$ cat src/rtl/tinycpu_pkg.sv
package tinycpu_pkg;
  localparam logic [3:0] OP_ADD = 4'h0;
  localparam logic [3:0] OP_AND = 4'h1;
  localparam logic [3:0] OP_SLT = 4'h2;
  localparam logic [3:0] OP_NOT = 4'h3;
  localparam logic [3:0] OP_SR  = 4'h4;
  localparam logic [3:0] OP_LD  = 4'h5;
  localparam logic [3:0] OP_ST  = 4'h6;
  localparam logic [3:0] OP_LDA = 4'h7;
  localparam logic [3:0] OP_BZ  = 4'h8;
  localparam logic [3:0] OP_BAL = 4'h9;
  localparam logic [3:0] OP_TAG = 4'hA;

  typedef enum logic {PH_FETCH = 1'b0, PH_EXEC = 1'b1} phase_e;

  typedef struct packed {
    logic [3:0] op;
    logic [1:0] ra;
    logic [1:0] rb;
    logic [7:0] k;
  } instr_t;
endpackage

$ cat src/rtl/tinycpu_regfile.sv
module tinycpu_regfile #(
  parameter int DW   = 16,
  parameter int NREG = 4,
  localparam int AW  = $clog2(NREG)
) (
  input  logic          clk,
  input  logic          rst,
  input  logic [AW-1:0] ra_sel,
  input  logic [AW-1:0] rb_sel,
  output logic [DW-1:0] ra_val,
  output logic [DW-1:0] rb_val,
  input  logic          wr_en,
  input  logic [AW-1:0] wr_sel,
  input  logic [DW-1:0] wr_val
);
  logic [DW-1:0] regs_q [NREG];

  for (genvar g = 0; g < NREG; g++) begin : g_reg
    always_ff @(posedge clk) begin
      if (rst) regs_q[g] <= '0;
      else if (wr_en && wr_sel == AW'(g)) regs_q[g] <= wr_val;
    end
  end

  assign ra_val = regs_q[ra_sel];
  assign rb_val = regs_q[rb_sel];
endmodule

$ cat src/rtl/tinycpu_result.sv
module tinycpu_result
  import tinycpu_pkg::*;
#(
  parameter int DW = 16
) (
  input  logic [3:0]    op,
  input  logic [DW-1:0] a,
  input  logic [DW-1:0] b,
  input  logic [DW-1:0] imm,
  input  logic [DW-1:0] load_data,
  input  logic [7:0]    rx_byte,
  input  logic [DW-1:0] link,
  output logic [DW-1:0] result,
  output logic          writes
);
  always_comb begin
    result = '0;
    writes = 1'b1;
    unique case (op)
      OP_ADD: result = a + b;
      OP_AND: result = a & b;
      OP_SLT: result = ($signed(a) < $signed(b)) ? DW'(1) : '0;
      OP_NOT: result = ~b;
      OP_SR:  result = b >> 1;
      OP_LD:  result = load_data;
      OP_LDA: result = imm;
      OP_BAL: result = link;
      OP_TAG: result = DW'(rx_byte);
      default: writes = 1'b0;
    endcase
  end
endmodule

$ cat src/rtl/tinycpu_pcgen.sv
module tinycpu_pcgen
  import tinycpu_pkg::*;
#(
  parameter int PC_W = 8,
  parameter int DW   = 16
) (
  input  logic [3:0]      op,
  input  logic [PC_W-1:0] pc,
  input  logic [DW-1:0]   a,
  input  logic [DW-1:0]   b,
  input  logic [DW-1:0]   imm,
  output logic [PC_W-1:0] pc_inc,
  output logic [PC_W-1:0] pc_next
);
  logic [DW-1:0] jump_target;

  assign pc_inc      = pc + 1'b1;
  assign jump_target = b + imm;

  always_comb begin
    pc_next = pc_inc;
    if (op == OP_BZ && a == '0) pc_next = pc_inc + imm[PC_W-1:0];
    else if (op == OP_BAL)      pc_next = jump_target[PC_W-1:0];
  end
endmodule

$ cat src/rtl/tinycpu_core.sv
module tinycpu_core
  import tinycpu_pkg::*;
#(
  parameter int PC_W = 8,
  parameter int DW   = 16,
  parameter int NREG = 4
) (
  input  logic            clk,
  input  logic            rst,
  output logic [PC_W-1:0] imem_addr,
  input  logic [15:0]     imem_rdata,
  output logic [DW-1:0]   dmem_addr,
  output logic [DW-1:0]   dmem_wdata,
  output logic            dmem_we,
  input  logic [DW-1:0]   dmem_rdata,
  input  logic            fifo_empty,
  input  logic [7:0]      fifo_data,
  output logic            fifo_pop
);
  localparam int KW = 8;
  localparam int RW = $clog2(NREG);

  phase_e          phase_q;
  logic [PC_W-1:0] pc_q;
  instr_t          ir_q;

  logic            in_exec;
  logic [3:0]      ir_op;
  logic            stall;
  logic [DW-1:0]   ra_val, rb_val, imm_sx, wb_val, link_val;
  logic            wb_kind;
  logic [PC_W-1:0] pc_inc, pc_next;

  assign in_exec  = (phase_q == PH_EXEC);
  assign ir_op    = ir_q.op;
  assign stall    = in_exec && ir_op == OP_TAG && fifo_empty;
  assign imm_sx   = {{(DW-KW){ir_q.k[KW-1]}}, ir_q.k};
  assign link_val = {{(DW-PC_W){1'b0}}, pc_inc};

  tinycpu_regfile #(.DW(DW), .NREG(NREG)) u_rf (
    .clk    (clk),
    .rst    (rst),
    .ra_sel (RW'(ir_q.ra)),
    .rb_sel (RW'(ir_q.rb)),
    .ra_val (ra_val),
    .rb_val (rb_val),
    .wr_en  (in_exec && wb_kind && !stall),
    .wr_sel (RW'(ir_q.ra)),
    .wr_val (wb_val)
  );

  tinycpu_result #(.DW(DW)) u_res (
    .op        (ir_op),
    .a         (ra_val),
    .b         (rb_val),
    .imm       (imm_sx),
    .load_data (dmem_rdata),
    .rx_byte   (fifo_data),
    .link      (link_val),
    .result    (wb_val),
    .writes    (wb_kind)
  );

  tinycpu_pcgen #(.PC_W(PC_W), .DW(DW)) u_pc (
    .op      (ir_op),
    .pc      (pc_q),
    .a       (ra_val),
    .b       (rb_val),
    .imm     (imm_sx),
    .pc_inc  (pc_inc),
    .pc_next (pc_next)
  );

  always_ff @(posedge clk) begin
    if (rst) begin
      phase_q <= PH_FETCH;
      pc_q    <= '0;
      ir_q    <= '0;
    end else if (!in_exec) begin
      ir_q    <= instr_t'(imem_rdata);
      phase_q <= PH_EXEC;
    end else if (!stall) begin
      pc_q    <= pc_next;
      phase_q <= PH_FETCH;
    end
  end

  assign imem_addr  = pc_q;
  assign dmem_addr  = rb_val + imm_sx;
  assign dmem_wdata = ra_val;
  assign dmem_we    = in_exec && ir_op == OP_ST;
  assign fifo_pop   = in_exec && ir_op == OP_TAG && !fifo_empty;
endmodule

$ cat config.mk
export PLATFORM = sky130hd
export DESIGN_NAME = tinycpu_core
export DESIGN_NICKNAME = d
export VERILOG_FILES = /design/src/rtl/tinycpu_pkg.sv /design/src/rtl/tinycpu_regfile.sv /design/src/rtl/tinycpu_result.sv /design/src/rtl/tinycpu_pcgen.sv /design/src/rtl/tinycpu_core.sv
export SDC_FILE = /design/constraint.sdc
export NUM_CORES = 1
export LEC_CHECK = 0
export ABC_AREA = 1
export ABC_CLOCK_PERIOD_IN_PS = 9400
export BUFFER_PORTS_ARGS = -buffer_cell sky130_fd_sc_hd__buf_2
export CORE_MARGIN = 2
export CORE_UTILIZATION = 65
export DETAILED_ROUTE_END_ITERATION = 10
export PLACE_DENSITY_LB_ADDON = 0.12
export RECOVER_POWER = 50
export SETUP_SLACK_MARGIN = 0.5
export SYNTH_ARGS = -nofsm -noshare
export SYNTH_HDL_FRONTEND = slang
export SYNTH_SLANG_ARGS = --single-unit
$ cat constraint.sdc
create_clock -name clk -period 9.4 [get_ports clk]
set_input_delay 1.88 -clock clk [delete_from_list [all_inputs] [get_ports clk]]
set_output_delay 1.88 -clock clk [all_outputs]
set_load 0.05 [all_outputs]
==> results.tsv <==
metric	value	unit
synth-compound-area-share	12.9	%
synth-adder-area-share	9.58	%
holdBufCountCts	0	
core	11900	um2
hold_ws	501	ps
antenna_cells	0	
die_y	114	um
final_layout_size_suffix_gt1_share	9.48	%
antenna_found_initial	0	
cp_max_fo	35	
die_w	114	um
n_fill_cell	1033	
drt-initial-drc-count	958	
period_needed	6480	ps
clk_pin_slew_worst_paths	70	ps
dp_hpwl	17.7	mm
final_common_cell	nand2_1	
viasPerCell	6.02	
antenna_left	0	
setup_viol	0	
cts_resized	0	
dr.pass1.iters	7	
cts_tree	done	
io_pins	85	
synth_nets	1258	
cts-root-buf	clkbuf_16	
clkLatencyLatePin	350	ps
ys.flop_type	edfxtp_1	
yosysTopAreaCell	edfxtp_1	
grt_max_degree	36	
rows	40	
nets	1320	
synth_cell_type_count	48	
grt_pass1_wl	37.1	mm
hp-start	ir_q[9]	
critical_path.endpoint_type	primary output	
rsz0062_at_grt	false	
avgSynthCellArea	6.75	um2
synth_xor_area_share	2.47	%
tns	0	ps
post_drt_wl_per_cell	17.2	um
p_leak	4.20	nW
ir_drop	0.168	mV
async_flop_share	0	%
finClkSkew	17.4	ps
yosysWarnings	0	
finalCritPeriodShare	69.0	%
drv_cap	0	
max_stage_delay	1100	ps
crit_path_start_kind	register	
crit_top_cell	nand2_1	
num_vias	8249	
finalMaxSlewViolations	0	
yosys-mux-area-fraction	0	%
die_area	12900	um2
start_util	65.8	%
arrival	4600	ps
syn-instance-count	1157	
clock_sinks	93	
drt_wl_total	23.6	mm
cpMaxStageDelayCell	dfxtp_1	
yosys.area_share.simple	33.7	%
synth_top_family_by_area	simple AND/OR/NAND/NOR gates	
grt_overflow	0	
netlist_area	7810	um2
critPathKind	reg -> out	
synth_top_area_share	24.6	%
syn_to_final_growth	9.28	%
r2r_cells	12	
cp_data_required_time	7520	ps
h-tree-depth	3	
yosysSeqAreaShare	32.0	%
final_cell_mix	nand2_1 (356), inv_1 (136), nand3_1 (129)	
finalHoldViolCount	0	
fmax	154	MHz
cts_buffer_depth	2	
worst-r2r-setup-slack	4630	ps
tightestPinTransition	1170	ps
hold_depth	2	
place_congestion	1.04	
synth.area.top_cells	edfxtp_1 (25%), nand2_1 (17%), ha_1 (8.8%)	
ys_ff_latch	93	
slew_headroom	21.7	%
grt_pass1_vias	7506	
r2r_end	u_rf.regs_q[0][6]	
synth-edff-count	64	
grtUsageTotal	36.6	%
hp-class	reg -> reg	
cts_made_buffers	9	
status	complete, no violations	
p_per_area	179	nW/um2
crit_chain	inv_1, nand2_1, nand3_1, nand2_1, inv_1, ha_1, nand2_1, o21ai_0, nand2_1, nand2_1, nand3_1, nand3_1, nand2_1, xnor2_1, buf_2	
cts_setup_buffers	0	
io_buffers	84	
drcViolationCount	0	
## power breakdown
group	switching, W	total, W	leakage (nW)	internal [W]
Clock	0.000160	0.000368	0.143	0.000208
Combinational	0.000490	0.000670	3.15	0.000180
Sequential	0.0000286	0.000493	0.907	0.000464
## logic make-up after synthesis
logic type               count (synthesis)
AND/OR/NAND/NOR                        624
AO/OA/AOI/OAI                          180
buffers and inverters                  180
flip-flops                              93
adder cells (fa/ha/maj)                 58
XOR/XNOR                                22
## synthesized netlist by cell type (2+ instances only)
library cell  count
o2111ai_1         3
xor2_1           18
nor2_1           96
a211oi_1          2
xnor2_1           4
and2_1            4
nand3_1         129
nor3_1            9
nand2_1         355
inv_2             8
nand3b_1          2
fa_1              3
dfxtp_1          29
buf_4             3
clkbuf_1          6
o21ai_1           3
o21a_1            2
nand4_1          11
buf_2            26
or2_2             2
ha_1             55
o221ai_1          3
edfxtp_1         64
nor2_4            2
o31ai_1           2
nor2_2            8
o22ai_1          10
a21oi_1          92
o21ai_0          45
inv_1           135
a31oi_1           3
a221oi_1          4
o21bai_1          4
## how the worst max path moves through the flow
| stage | start | slack (ps) | depth (start not counted) | end |
|---|---|---|---|---|
| after floorplan | register | 4330 | 15 | dmem_addr[10] |
| after global placement | register | 3770 | 15 | dmem_addr[10] |
| after detailed placement | register | 3690 | 14 | dmem_addr[10] |
| after CTS | register | 3320 | 14 | dmem_addr[10] |
| after global routing | register | 2530 | 15 | dmem_addr[10] |
| final | register | 2920 | 15 | dmem_addr[10] |
## layout make-up
cell class,count,area [um2],area share (%)
sequential,93,2500,29.3
timing repair buffer,87,432,5.06
multi-input combinational,884,4580,53.6
clock buffer,10,229,2.68
inverter,144,541,6.33
clock inverter,6,68.8,0.806
tap,147,184,2.16
## routing by layer
layer / track usage, % / vias to the layer above / part of all wire (%)
li1: - / 3955 / -
met5: 0 / - / 0
met1: 49.4 / 3685 / 40
met4: 17.2 / 0 / 4.3
met3: 6.43 / 81 / 11
met2: 57.5 / 528 / 45
## worst max-delay path: cells and delay by family (launching register included)
family                   cells  cell delay (ps)
AO/OA/AOI/OAI                1              480
XOR/XNOR                     1              110
adder cells (fa/ha/maj)      1              350
buffers and inverters        3             1150
flip-flops                   1             1100
AND/OR/NAND/NOR              9             1060
## stage by stage
step	total power (W)	instances	area [um2]	utilization (%)	setup slack, ps
floorplan	0.000992	1157	7810	-	4330
global placement	0.00115	1355	8250	69.5	3770
detailed placement	0.00115	1355	8250	69.5	3690
CTS	0.00151	1371	8550	72.1	3320
global route	0.00160	1371	8530	71.9	2530
finish	0.00153	1371	8530	71.9	2920
## registers in the layout (all words and copies together), names as in the netlist, named ones only
name         flops
in_exec          1
u_rf.regs_q     64
imem_addr        8
ir_op            4
ir_q             4
imm_sx           8
Power figures use the tool's default switching activity.
